## config.mk

```make
export PLATFORM = sky130hd
export DESIGN_NAME = flash_cmd_decoder
export DESIGN_NICKNAME = d
export VERILOG_FILES = /design/src/rtl/fcd_pkg.sv /design/src/rtl/fcd_pattern_match.sv /design/src/rtl/fcd_seq_fsm.sv /design/src/rtl/fcd_id_ctrl.sv /design/src/rtl/flash_cmd_decoder.sv
export SDC_FILE = /design/constraint.sdc
export NUM_CORES = 1
export LEC_CHECK = 0
export BUFFER_PORTS_ARGS = -buffer_cell sky130_fd_sc_hd__clkbuf_2
export CELL_PAD_IN_SITES_DETAIL_PLACEMENT = 0
export CELL_PAD_IN_SITES_GLOBAL_PLACEMENT = 2
export CORE_UTILIZATION = 15
export DETAILED_ROUTE_END_ITERATION = 10
export PLACE_DENSITY_LB_ADDON = 0.3
export SYNTH_ARGS = -nofsm -noshare
export SYNTH_HDL_FRONTEND = slang
export SYNTH_SLANG_ARGS = --single-unit
```

## constraint.sdc

```tcl
create_clock -name clk -period 2.1 [get_ports clk]
set_input_delay 0 -clock clk [delete_from_list [all_inputs] [get_ports clk]]
set_output_delay 0 -clock clk [all_outputs]
set_load 0.05 [all_outputs]
```

## src/rtl/fcd_pkg.sv

```systemverilog
`timescale 1ns/1ps
package fcd_pkg;

  // Sequence position: how many steps of which prefix are already accepted
  typedef enum logic [2:0] {
    SQ_IDLE,
    SQ_U1,
    SQ_U2,
    SQ_PROG,
    SQ_E3,
    SQ_E4,
    SQ_E5
  } seq_t;

  // Request vector bit positions
  localparam int REQ_PROG  = 0;
  localparam int REQ_SECT  = 1;
  localparam int REQ_CHIP  = 2;
  localparam int REQ_IDIN  = 3;
  localparam int REQ_IDOUT = 4;
  localparam int NREQ      = 5;

  // Write patterns recognized by the matcher
  localparam int P_UNLK1  = 0;
  localparam int P_UNLK2  = 1;
  localparam int P_PROG   = 2;
  localparam int P_ERASE  = 3;
  localparam int P_IDIN   = 4;
  localparam int P_IDOUT3 = 5;
  localparam int P_CHIP   = 6;
  localparam int P_SECT   = 7;
  localparam int P_IDOUT1 = 8;
  localparam int NPAT     = 9;

  localparam logic [15:0] ADR_A = 16'h0555;
  localparam logic [15:0] ADR_B = 16'h02AA;

  function automatic logic [15:0] pat_addr(input int i);
    case (i)
      P_UNLK2: return ADR_B;
      default: return ADR_A;
    endcase
  endfunction

  function automatic logic [7:0] pat_data(input int i);
    case (i)
      P_UNLK1:  return 8'hAA;
      P_UNLK2:  return 8'h55;
      P_PROG:   return 8'hA0;
      P_ERASE:  return 8'h80;
      P_IDIN:   return 8'h90;
      P_CHIP:   return 8'h10;
      P_SECT:   return 8'h20;
      default:  return 8'hF0;
    endcase
  endfunction

  // Patterns whose address is don't-care
  function automatic logic pat_any_addr(input int i);
    return (i == P_SECT) || (i == P_IDOUT1);
  endfunction

endpackage

```

## src/rtl/fcd_pattern_match.sv

```systemverilog
`timescale 1ns/1ps
module fcd_pattern_match #(
  parameter int ADDR_W  = 19,
  parameter int MATCH_W = 15
) (
  input  logic [ADDR_W-1:0]       wr_addr,
  input  logic [7:0]              wr_data,
  output logic [fcd_pkg::NPAT-1:0] hit
);
  import fcd_pkg::*;

  localparam logic [ADDR_W-1:0] MATCH_MASK = ADDR_W'((64'd1 << MATCH_W) - 64'd1);

  logic [ADDR_W-1:0] addr_low;
  assign addr_low = wr_addr & MATCH_MASK;

  for (genvar g = 0; g < NPAT; g++) begin : g_pat
    localparam logic [ADDR_W-1:0] PA = ADDR_W'(pat_addr(g));
    localparam logic [7:0]        PD = pat_data(g);
    localparam bit                ANY = pat_any_addr(g);
    if (ANY) begin : g_any
      assign hit[g] = (wr_data == PD);
    end else begin : g_fix
      assign hit[g] = (wr_data == PD) && (addr_low == PA);
    end
  end

endmodule

```

## src/rtl/fcd_seq_fsm.sv

```systemverilog
`timescale 1ns/1ps
module fcd_seq_fsm (
  input  logic                     clk,
  input  logic                     rst_n,
  input  logic                     wr_accept,
  input  logic [fcd_pkg::NPAT-1:0] hit,
  output fcd_pkg::seq_t            seq_state,
  output logic [fcd_pkg::NREQ-1:0] req
);
  import fcd_pkg::*;

  seq_t state_q, state_d;

  always_comb begin
    state_d = state_q;
    req     = '0;
    if (wr_accept) begin
      state_d = SQ_IDLE;
      case (state_q)
        SQ_IDLE: begin
          if (hit[P_UNLK1])       state_d = SQ_U1;
          else if (hit[P_IDOUT1]) req[REQ_IDOUT] = 1'b1;
        end
        SQ_U1: if (hit[P_UNLK2]) state_d = SQ_U2;
        SQ_U2: begin
          if (hit[P_PROG])        state_d = SQ_PROG;
          else if (hit[P_ERASE])  state_d = SQ_E3;
          else if (hit[P_IDIN])   req[REQ_IDIN] = 1'b1;
          else if (hit[P_IDOUT3]) req[REQ_IDOUT] = 1'b1;
        end
        SQ_PROG: req[REQ_PROG] = 1'b1;
        SQ_E3: if (hit[P_UNLK1]) state_d = SQ_E4;
        SQ_E4: if (hit[P_UNLK2]) state_d = SQ_E5;
        SQ_E5: begin
          if (hit[P_CHIP])      req[REQ_CHIP] = 1'b1;
          else if (hit[P_SECT]) req[REQ_SECT] = 1'b1;
        end
        default: state_d = SQ_IDLE;
      endcase
    end
  end

  always_ff @(posedge clk or negedge rst_n) begin
    if (!rst_n) state_q <= SQ_IDLE;
    else        state_q <= state_d;
  end

  assign seq_state = state_q;

endmodule

```

## src/rtl/fcd_id_ctrl.sv

```systemverilog
`timescale 1ns/1ps
module fcd_id_ctrl #(
  parameter int          ADDR_W   = 19,
  parameter logic [7:0]  MFR_CODE = 8'h5E,
  parameter logic [7:0]  DEV_CODE = 8'hA7
) (
  input  logic              clk,
  input  logic              rst_n,
  input  logic              enter,
  input  logic              leave,
  input  logic [ADDR_W-1:0] rd_addr,
  input  logic [7:0]        array_rdata,
  output logic              id_mode,
  output logic [7:0]        rd_data
);

  logic mode_q;

  always_ff @(posedge clk or negedge rst_n) begin
    if (!rst_n)      mode_q <= 1'b0;
    else if (enter)  mode_q <= 1'b1;
    else if (leave)  mode_q <= 1'b0;
  end

  function automatic logic [7:0] id_read(input logic mode, input logic [ADDR_W-1:0] a,
                                         input logic [7:0] arr);
    if (mode && a == ADDR_W'(0)) return MFR_CODE;
    if (mode && a == ADDR_W'(1)) return DEV_CODE;
    return arr;
  endfunction

  assign id_mode = mode_q;
  assign rd_data = id_read(mode_q, rd_addr, array_rdata);

endmodule

```

## src/rtl/flash_cmd_decoder.sv

```systemverilog
`timescale 1ns/1ps
module flash_cmd_decoder #(
  parameter int         ADDR_W   = 19,
  parameter int         MATCH_W  = 15,
  parameter int         SECT_LSB = 7,
  parameter logic [7:0] MFR_CODE = 8'h5E,
  parameter logic [7:0] DEV_CODE = 8'hA7
) (
  input  logic              clk,
  input  logic              rst_n,
  input  logic              wr_stb,
  input  logic [ADDR_W-1:0] wr_addr,
  input  logic [7:0]        wr_data,
  input  logic              busy,
  input  logic [ADDR_W-1:0] rd_addr,
  input  logic [7:0]        array_rdata,
  output logic [7:0]        rd_data,
  output logic              id_mode,
  output logic              prog_req,
  output logic              sect_erase_req,
  output logic              chip_erase_req,
  output logic              id_enter_req,
  output logic              id_exit_req,
  output logic [ADDR_W-1:0] tgt_addr,
  output logic [7:0]        tgt_data
);
  import fcd_pkg::*;

  localparam logic [ADDR_W-1:0] SECT_MASK = ADDR_W'((64'd1 << SECT_LSB) - 64'd1);

  function automatic logic [ADDR_W-1:0] sector_base(input logic [ADDR_W-1:0] a);
    return a & ~SECT_MASK;
  endfunction

  // Named internal events for the checker
  logic            wr_accept;
  logic [NPAT-1:0] hit;
  logic [NREQ-1:0] req_vec;
  seq_t            seq_state;

  assign wr_accept = wr_stb & ~busy;

  fcd_pattern_match #(.ADDR_W(ADDR_W), .MATCH_W(MATCH_W)) match_i (
    .wr_addr (wr_addr),
    .wr_data (wr_data),
    .hit     (hit)
  );

  fcd_seq_fsm fsm_i (
    .clk       (clk),
    .rst_n     (rst_n),
    .wr_accept (wr_accept),
    .hit       (hit),
    .seq_state (seq_state),
    .req       (req_vec)
  );

  fcd_id_ctrl #(.ADDR_W(ADDR_W), .MFR_CODE(MFR_CODE), .DEV_CODE(DEV_CODE)) id_i (
    .clk         (clk),
    .rst_n       (rst_n),
    .enter       (req_vec[REQ_IDIN]),
    .leave       (req_vec[REQ_IDOUT]),
    .rd_addr     (rd_addr),
    .array_rdata (array_rdata),
    .id_mode     (id_mode),
    .rd_data     (rd_data)
  );

  assign prog_req       = req_vec[REQ_PROG];
  assign sect_erase_req = req_vec[REQ_SECT];
  assign chip_erase_req = req_vec[REQ_CHIP];
  assign id_enter_req   = req_vec[REQ_IDIN];
  assign id_exit_req    = req_vec[REQ_IDOUT];
  assign tgt_addr       = req_vec[REQ_SECT] ? sector_base(wr_addr) : wr_addr;
  assign tgt_data       = wr_data;

endmodule

```

==> impl_metrics.py <==
metrics = {
    "clock_tree": {
        "cts_htree_levels": 1,
        "clk_path_buf_depth": 2,
        "number_of_sinks_on_the_clock_net": 4,
        "tritoncts.num_buffers": 3,
        "tritoncts_clock_tree": "yes",
        "clkTransAtPathRegs_ps": 30,
        "clk_root_buffer_cell": "clkbuf_8",
        "clk_latency_ps": 220,
    },
    "timing": {
        "finalMaxSlewViolations": 0,
        "post-route-min-period_ps": 2040,
        "relSlewSlack_pct": 70.9,
        "finalHoldViolCount": 0,
        "achievable_frequency_mhz": 489,
        "skew_ps": 0.260,
        "final_cycle_share_pct": 97.3,
        "grt_setup_unrepaired": "no",
        "tightestPinTransition_ps": 433,
        "setup_viol": 0,
    },
    "logic_synthesis": {
        "postSynthCellCount": 112,
        "synth.distinct_cells": 38,
        "synth_nets": 170,
        "synth_seq_cells": 4,
        "postSynthAreaPerCell_sq_um": 7.63,
        "synthesis.yosys.warnings": 0,
        "mappedNetlistArea_sq_um": 855,
        "postSynth.asyncResetShare_pct": 100,
        "synth_edf_count": 0,
        "yosys_most_used_dff": "dfrtp_1",
        "yosysSeqAreaShare_pct": 11.7,
    },
    "detailed_routing": {
        "vias": 1071,
        "totalWireLength_um": 2980,
        "drt_pass1_iterations": 4,
        "ant_nets": 0,
        "initialDrtViolationCount": 30,
        "detail_route.drc_violations": 0,
        "routed_wire_length_per_instance_um": 11.4,
        "detail_route.vias_per_cell": 4.09,
    },
    "grt": {
        "grt_first_pass_wirelength_um": 4670,
        "via_count_of_the_first_global_routing_pass": 983,
        "globalRouteOverflowTotal": 0,
        "grt_start_max_net_pins": 10,
        "track_usage_pct": 9.75,
        "antenna_found_initial": 0,
    },
    "setup_path": {
        "worstPathCellList": "or4_4, or4_1, a21oi_2, clkbuf_8",
        "critPathCaptureType": "output pin",
        "arrival_ps": 2040,
        "criticalPathCategory": "reg2out",
        "crit_path_max_fanout": 4,
        "slowest_stage": "or4_4",
        "worst_path_largest_cell_delay_ps": 560,
        "path_buf_inv": 1,
        "worstPathRequired_ps": 2100,
        "crit_family": "simple AND/OR/NAND/NOR gates",
        "cp-start-kind": "flop",
    },
    "status": {
        "status": "completed",
    },
    "die": {
        "die_area_sq_mm": 0.00600,
        "io_pins": 99,
        "num_rows": 27,
        "core-area_sq_mm": 0.00551,
        "die_height_um": 77.5,
        "die_w_um": 77.5,
        "initial_core_util_pct": 15.5,
    },
    "finish": {
        "layout.filler_cells": 626,
        "drive_gt1_share_pct": 60.0,
        "final_core_utilization_pct": 24.7,
        "n_antenna_cell": 0,
        "fin_cells": 262,
        "layout.nets": 250,
        "area.growth.synth_to_final_pct": 58.9,
    },
    "power": {
        "power_switching_share_pct": 44.1,
        "power.clock.fraction_pct": 33.1,
        "pwr_density_cell_mw_per_mm2": 373,
        "sequential_cell_fraction_of_total_power_pct": 15.7,
        "p_int_uw": 283,
        "p_switching_uw": 223,
        "pwr-share-comb_pct": 51.2,
        "total_leakage_power_uw": 0.000671,
        "vdd.ir_drop.worst_mv": 0.107,
        "power.total_uw": 506,
    },
    "min_path": {
        "path_type_of_the_worst_min_delay_path": "in2out",
    },
    "placement": {
        "placed_cells": 257,
        "place_hpwl_um": 2600,
        "port_buffers": 90,
        "gp_routability_congestion": 0.676,
    },
    "flow_run": {
        "cap_violations": 0,
    },
}
[power by group through the flow]
stage	logic, uW	registers (uW)	clock network, uW
3_3_place_gp	259	80.3	0
4_1_cts	261	79.4	171
2_1_floorplan	197	83.3	0
5_1_grt	274	79.6	176
6_report	259	79.3	168
3_5_place_dp	258	80.4	0
[cells by family after synthesis]
family | count (synthesis) | synth area share, %
and+or+nand+nor | 65 | 51.4
buffers and inverters | 26 | 20.2
AOI/OAI and AO/OA | 11 | 9.22
muxes | 6 | 7.47
DFF | 4 | 11.7
[registers in the layout (all words and copies together), names as in the netlist]
name	flops
fsm_i.seq_state	3
id_i.id_mode	1
[through the flow]
stage | hold WS (ps) | area [sq um] | setup WS, ps | setup TNS (ps)
3_5_place_dp | -182 | 1290 | 169 | 0
5_1_grt | 0.0790 | 1360 | 1.40 | 0
3_3_place_gp | -183 | 1290 | 186 | 0
2_1_floorplan | -296 | 870 | -53.6 | -161
6_report | 0.0220 | 1360 | 56.0 | 0
4_1_cts | 0.589 | 1350 | 32.6 | 0
[routing by layer]
metal	up-vias	routed length, um	global-route usage, %
li1	563	-	-
met1	475	1200	11.2
met2	31	1560	17.8
met3	2	194	2.59
met4	0	19	2.26
met5	-	0	0
[area by class of cell]
type / count / area (sq um) / area share, %
Clock buffer: 3 / 41.3 / 3.04
Inverter: 5 / 18.8 / 1.38
Multi-Input combinational cell: 82 / 601 / 44.2
Sequential cell: 4 / 100 / 7.37
Tap cell: 72 / 90.1 / 6.64
Timing Repair Buffer: 96 / 507 / 37.3
[repair_timing]
action                                  4_1_cts  5_1_grt
setup buffers                                 0        1
hold buffers                                  1        0
gates resized for setup                       3        0
endpoints found under the hold margin         4        0
endpoints found under the setup margin        1        1
[worst paths after layout]
path | depth (start not counted) | from | endpoint | slack (ps)
max | 4 | fsm_i.seq_state[2]$_DFFE_PN0P_ | id_exit_req | 60
min in group asynchronous | 2 | rst_n | id_i.id_mode$_DFFE_PN0P_ | 120
min reg2reg | 2 | id_i.id_mode$_DFFE_PN0P_ | id_i.id_mode$_DFFE_PN0P_ | 550
max in group asynchronous | 2 | rst_n | fsm_i.seq_state[2]$_DFFE_PN0P_ | 1850
max reg2reg | 3 | fsm_i.seq_state[2]$_DFFE_PN0P_ | id_i.id_mode$_DFFE_PN0P_ | 540
min | 0 | wr_addr[18] | tgt_addr[18] | 0.02
[cell usage in the layout (no fill, tap or decap), types with 3 or more instances in the layout]
cell type,n
nor2_1,6
a21oi_1,3
clkbuf_8,4
nor4b_1,3
nand2_1,8
clkbuf_2,89
mux2_2,3
nand3_1,5
dfrtp_1,4
nor4_1,5
mux2i_2,3
nor3_1,4
buf_4,5
nor2b_1,9
inv_1,5
[cell usage after synthesis (all sizes together) (3+ instances only)]
| cell | number | area [sq um] |
|---|---|---|
| nor2 | 6 | 22.5 |
| a21oi | 4 | 20.0 |
| nor3 | 4 | 20.0 |
| buf | 20 | 150 |
| mux2i | 3 | 30.0 |
| nand2 | 8 | 30.0 |
| nand3 | 6 | 35.0 |
| nor2b | 9 | 56.3 |
| or4 | 3 | 26.3 |
| nor4b | 3 | 26.3 |
| nor4 | 6 | 52.6 |
| dfrtp | 4 | 100 |
| inv | 5 | 18.8 |
| mux2 | 3 | 33.8 |
Note: power is estimated with default switching activity, not from simulation.
